==> config.mk <==
export PLATFORM = sky130hd
export DESIGN_NAME = cfg_access_router
export DESIGN_NICKNAME = d
export VERILOG_FILES = /design/src/rtl/cfg_access_router.sv
export SDC_FILE = /design/constraint.sdc
export NUM_CORES = 1
export LEC_CHECK = 0
export ABC_AREA = 1
export BUFFER_PORTS_ARGS = -buffer_cell sky130_fd_sc_hd__clkbuf_2
export CORE_ASPECT_RATIO = 1.2
export CORE_MARGIN = 2
export CORE_UTILIZATION = 48
export CTS_CLUSTER_DIAMETER = 150
export DETAILED_ROUTE_END_ITERATION = 6
export HOLD_SLACK_MARGIN = 0.08
export PLACE_DENSITY = 0.84
export SKIP_LAST_GASP = 1
export SLEW_MARGIN = 20
export SYNTH_ARGS = -nofsm -noshare
export SYNTH_HDL_FRONTEND = slang
export SYNTH_SLANG_ARGS = --single-unit
export TNS_END_PERCENT = 30
==> constraint.sdc <==
create_clock -name clk -period 9.19 [get_ports clk]
set_clock_uncertainty 0.15 [all_clocks]
set_input_delay 1.838 -clock clk [delete_from_list [all_inputs] [get_ports clk]]
set_output_delay 1.838 -clock clk [all_outputs]
set_load 0.01 [all_outputs]
==> src/rtl/cfg_access_router.sv <==
module cfg_access_router #(
  parameter int NUM_BRIDGE = 2,
  parameter logic [NUM_BRIDGE*8-1:0] BRIDGE_PARENT = {8'd1, 8'd0},
  parameter logic [NUM_BRIDGE*8-1:0] BRIDGE_DEVFN  = {8'h18, 8'h08},
  parameter logic [7:0] SEC_BUS_OFFSET = 8'h19,
  localparam int NUM_BUS = NUM_BRIDGE + 1,
  localparam int BIDX_W = (NUM_BUS > 1) ? $clog2(NUM_BUS) : 1
) (
  input  logic              clk,
  input  logic              rst_n,
  input  logic              req_valid,
  input  logic              req_write,
  input  logic [23:0]       req_addr,
  input  logic [1:0]        req_len,
  input  logic [31:0]       req_wdata,
  output logic              rsp_valid,
  output logic [31:0]       rsp_rdata,
  output logic [BIDX_W-1:0] tgt_bus,
  output logic [7:0]        tgt_devfn,
  output logic [7:0]        tgt_offset,
  output logic [1:0]        tgt_len,
  output logic [31:0]       tgt_wdata,
  output logic              tgt_rd,
  output logic              tgt_wr,
  input  logic              tgt_present,
  input  logic [31:0]       tgt_rdata
);

  logic [7:0] req_busno;
  logic [7:0] sec_q  [NUM_BRIDGE];
  logic [7:0] bus_no [NUM_BUS];
  logic              bus_hit;
  logic [BIDX_W-1:0] bus_idx;

  assign req_busno  = req_addr[23:16];
  assign tgt_devfn  = req_addr[15:8];
  assign tgt_offset = req_addr[7:0];
  assign tgt_len    = req_len;
  assign tgt_wdata  = req_wdata;

  assign bus_no[0] = 8'h00;

  always_comb begin
    bus_hit = 1'b0;
    bus_idx = '0;
    for (int i = NUM_BUS - 1; i >= 0; i--) begin
      if (bus_no[i] == req_busno) begin
        bus_hit = 1'b1;
        bus_idx = BIDX_W'(i);
      end
    end
  end

  assign tgt_bus = bus_idx;
  assign tgt_rd  = req_valid && !req_write && bus_hit;
  assign tgt_wr  = req_valid &&  req_write && bus_hit && tgt_present;

  logic [31:0] len_mask;
  logic [2:0]  len_bytes;
  assign len_mask  = (req_len == 2'd0) ? 32'h0000_00FF :
                     (req_len == 2'd1) ? 32'h0000_FFFF : 32'hFFFF_FFFF;
  assign len_bytes = (req_len == 2'd0) ? 3'd1 : (req_len == 2'd1) ? 3'd2 : 3'd4;

  logic [7:0] lane_dist;
  logic       sec_covered;
  logic [7:0] sec_byte;
  assign lane_dist   = SEC_BUS_OFFSET - tgt_offset;
  assign sec_covered = (tgt_offset <= SEC_BUS_OFFSET) && (lane_dist < {5'd0, len_bytes});
  assign sec_byte    = 8'(req_wdata >> {lane_dist[1:0], 3'b000});

  for (genvar k = 0; k < NUM_BRIDGE; k++) begin : g_bridge
    localparam logic [7:0] PDEVFN = BRIDGE_DEVFN[k*8 +: 8];
    localparam logic [7:0] PIDX   = BRIDGE_PARENT[k*8 +: 8];
    logic snoop;
    assign snoop = tgt_wr && sec_covered && (tgt_bus == BIDX_W'(PIDX)) && (tgt_devfn == PDEVFN);

    always_ff @(posedge clk) begin
      if (!rst_n)     sec_q[k] <= 8'h00;
      else if (snoop) sec_q[k] <= sec_byte;
    end

    assign bus_no[k+1] = sec_q[k];

    p_sec_hold_r7: assert property (@(posedge clk) disable iff (!rst_n)
      !tgt_wr |=> $stable(sec_q[k]));
  end

  always_ff @(posedge clk) begin
    if (!rst_n) begin
      rsp_valid <= 1'b0;
      rsp_rdata <= 32'h0;
    end else begin
      rsp_valid <= req_valid && !req_write;
      if (req_valid && !req_write)
        rsp_rdata <= (tgt_rd && tgt_present) ? (tgt_rdata & len_mask) : len_mask;
    end
  end

  p_rd_resp_r8: assert property (@(posedge clk) disable iff (!rst_n)
    (req_valid && !req_write) |=> rsp_valid);
  p_no_wr_resp_r9: assert property (@(posedge clk) disable iff (!rst_n)
    rsp_valid |-> $past(req_valid && !req_write));
  p_miss_ones_r6: assert property (@(posedge clk) disable iff (!rst_n)
    (rsp_valid && $past(!tgt_rd)) |->
      (rsp_rdata == (($past(req_len) == 2'd0) ? 32'hFF :
                     ($past(req_len) == 2'd1) ? 32'hFFFF : 32'hFFFF_FFFF)));
  p_hit_trim_r8: assert property (@(posedge clk) disable iff (!rst_n)
    (rsp_valid && $past(tgt_rd && tgt_present && req_len == 2'd0)) |-> (rsp_rdata[31:8] == 24'h0));
  p_wr_present_r7: assert property (@(posedge clk) disable iff (!rst_n)
    tgt_wr |-> (tgt_present && req_write));
  p_root_bus_r2: assert property (@(posedge clk) disable iff (!rst_n)
    (tgt_rd && req_addr[23:16] == 8'h00) |-> (tgt_bus == '0));

endmodule

==> results.sh <==
export IMPL_run_status="finished clean"
export IMPL_vdd_drop_max_mv=0.0901
export IMPL_area_growth_synth_to_final_pct=22.4
export IMPL_wire_per_inst_um=13.1
export IMPL_antenna_found_initial=0
export IMPL_swShare_pct=27.1
export IMPL_synth_area_leaders="dfxtp_1 21%, edfxtp_1 15%, nand2_1 13%"
export IMPL_crit_slowest_cell="nand3_4"
export IMPL_slew_headroom_pct=33.1
export IMPL_rsz0062_at_grt="false"
export IMPL_vias=3157
export IMPL_syn_inst=440
export IMPL_power_density_nw_per_um2=134
export IMPL_grtUsageTotal_pct=23.5
export IMPL_crit_type="input pin to output port"
export IMPL_slowest_delay_ns=0.27
export IMPL_synth_edf_count=16
export IMPL_instances_no_fill=647
export IMPL_hold_path_class="register to register"
export IMPL_met3_usage_pct=4.48
export IMPL_place_area_um2=3700
export IMPL_worst_pin_slew_ns=1.00
export IMPL_yosysMostFrequentCell="nand2_1"
export IMPL_path_buf_inv=3
export IMPL_grt_pass1_wl_mm=13.5
export IMPL_cts_buffers=5
export IMPL_syn_avg_cell_area_um2=7.11
export IMPL_coreArea_um2=6370
export IMPL_post_cts_buffers=0
export IMPL_first_global_vias=2943
export IMPL_die_h_um=92.5
export IMPL_ys_types=31
export IMPL_drive_gt1_share_pct=36.7
export IMPL_slew_violations=0
export IMPL_drt_iter0_drc=193
export IMPL_ys_flop_type="dfxtp_1"
export IMPL_synth_top_area_share_pct=21.1
export IMPL_cp_top_family="simple AND/OR/NAND/NOR gates"
export IMPL_port_buffer_count=181
export IMPL_clock_path_buffers=2
export IMPL_final_setup_viol_count=0
export IMPL_cts_root_buf="clkbuf_8"
export IMPL_synth_seq_cells=49
export IMPL_synth_top_cells_by_count="109 x nand2_1, 53 x inv_1, 50 x buf_4, 46 x nor2_1, 33 x dfxtp_1"
export IMPL_firstDrtPassIters=5
export IMPL_seqPwrFrac_pct=46.4
export IMPL_syn_num_nets=538
export IMPL_timing_final_crit_share_pct=55.1
export IMPL_p_switching_mw=0.140
export IMPL_ant_nets=0
export IMPL_rows=32
export IMPL_ys_warnings_count=0
export IMPL_cp_arrival_ns=3.08
export IMPL_cts_repair_resized=0
export IMPL_cp_data_required_time_ns=7.20
export IMPL_hold_buffers=0
export IMPL_grt_busiest_layer="met2"
export IMPL_fmax_mhz=197
export IMPL_num_io_pins=182
export IMPL_cts_clk_slew_worst_paths_ns=0.10
export IMPL_p_leak_nw=2.05
export IMPL_tns_ns=0
export IMPL_routed_wl_mm=8.47
export IMPL_netlist_area_um2=3130
export IMPL_design_area_um2=3830
export IMPL_end_kind="output port"
export IMPL_drv_cap=0
export IMPL_initial_core_util_pct=49.2
export IMPL_gp_congestion=0.830
export IMPL_ys_seq_area_share_pct=36.5
export IMPL_ctsHtreeMaxLevel=2
export IMPL_power_mw=0.515
export IMPL_grt_max_degree=35
export IMPL_p_int_mw=0.375
export IMPL_post_route_drc_count=0
export IMPL_fin_crit_ns=5.07
export IMPL_p_clk_share_pct=32.8
export IMPL_synthArstFlopShare_pct=0
export IMPL_cts_sinks=49
export IMPL_clk_insertion_delay_late_ns=0.30
export IMPL_yosys_area_top_type="dfxtp_1"
export IMPL_crit_fanout=27
export IMPL_power_frac_comb_pct=20.7
export IMPL_cp_cell_sequence="clkbuf_2 > or2_1 > nor3_2 > nand2_2 > nand3_4 > nand2_1 > inv_2 > clkbuf_2"
export IMPL_gr_total_overflow=0
export IMPL_start_kind="input pin"
export IMPL_gr_usage_met1_pct=27.8
export IMPL_cp_common_cell="clkbuf_2"
export IMPL_die_x_um=77.7
export IMPL_cts_tree="built"
export IMPL_via_per_inst=4.88
export IMPL_diodes=0
export IMPL_final_hold_viol_count=0
export IMPL_dieArea_um2=7190
export IMPL_fin_nets=659
export IMPL_grt_use_met2_pct=42.5
export IMPL_dpl_cell_count=639
export IMPL_fin_hold_ws_ns=0.321
export IMPL_hpwl_mm=6.76
[power by group through the flow]
| stage | sequential [mW] | combinational, mW | clock, mW |
|---|---|---|---|
| 3_3_place_gp | 0.244 | 0.104 | 0 |
| 3_5_place_dp | 0.244 | 0.106 | 0 |
| 2_1_floorplan | 0.247 | 0.0651 | 0 |
| 5_1_grt | 0.240 | 0.119 | 0.177 |
| 6_report | 0.239 | 0.107 | 0.169 |
| 4_1_cts | 0.239 | 0.107 | 0.169 |
[cells in the final DEF (no fill, tap or decap), drive strengths merged]
| cell type | instances |
|---|---|
| nand4 | 24 |
| clkinv | 2 |
| nor2 | 50 |
| nand3b | 1 |
| or2 | 3 |
| nand3 | 8 |
| nor3 | 1 |
| bufinv | 1 |
| o21ai | 10 |
| nor4 | 1 |
| o21a | 1 |
| ha | 3 |
| a21oi | 32 |
| inv | 56 |
| a32o | 8 |
| edfxtp | 16 |
| clkbuf | 187 |
| nand2 | 112 |
| a21boi | 1 |
| buf | 1 |
| xnor2 | 10 |
| xor2 | 1 |
| dfxtp | 33 |
[flip-flops by register name, indices dropped and copies added (netlist names)]
name / count
rsp_valid: 1
rsp_rdata: 32
sec_q: 16
[cell families (layout without fill, tap and decap cells)]
family | Yosys count | after routing | share of synthesized area [%]
AND/OR/NAND/NOR | 200 | 200 | 28.4
flip-flops | 49 | 49 | 36.5
adder cells (fa/ha/maj) | 3 | 3 | 1.20
AO/OA/AOI/OAI | 52 | 52 | 9.75
XOR/XNOR | 11 | 11 | 3.08
buffers and inverters | 125 | 247 | 21.1
[metal layers]
metal  wire length (um)  vias up
li1                   -     1592
met1               3420     1440
met2               4420      109
met3                444       16
met4                186        0
met5                  0        -
[layout make-up]
class                           instances  area [um^2]
Multi-Input combinational cell        266         1330
Timing Repair Buffer                  182          913
Clock inverter                          2         35.0
Fill cell                             578         2530
Sequential cell                        49         1140
Inverter                               57          214
Tap cell                               85          106
Clock buffer                            6         93.8
[worst min-delay path, cell delays in order (launching register included)]
cell     delay [ns]
dfxtp_1        0.32
nand2_1        0.06
a21oi_1        0.06
[final timing paths]
kind | to | start | depth (start not counted) | slack [ns]
min | rsp_rdata[25] | rsp_rdata[25] | 2 | 0.32
max reg2reg | sec_q[1][1] | sec_q[0][4] | 7 | 6.68
min reg2reg | rsp_rdata[25] | rsp_rdata[25] | 2 | 0.32
max | tgt_rd | req_addr[20] | 8 | 4.12
[stage by stage]
step	utilization, %	setup slack, ns
floorplan	-	4.44
global placement	58.2	4.16
detailed placement	58.2	4.14
CTS	60.2	4.13
global route	60.2	4.02
finish	60.2	4.12
No activity file was read; power rests on OpenSTA's default activity.
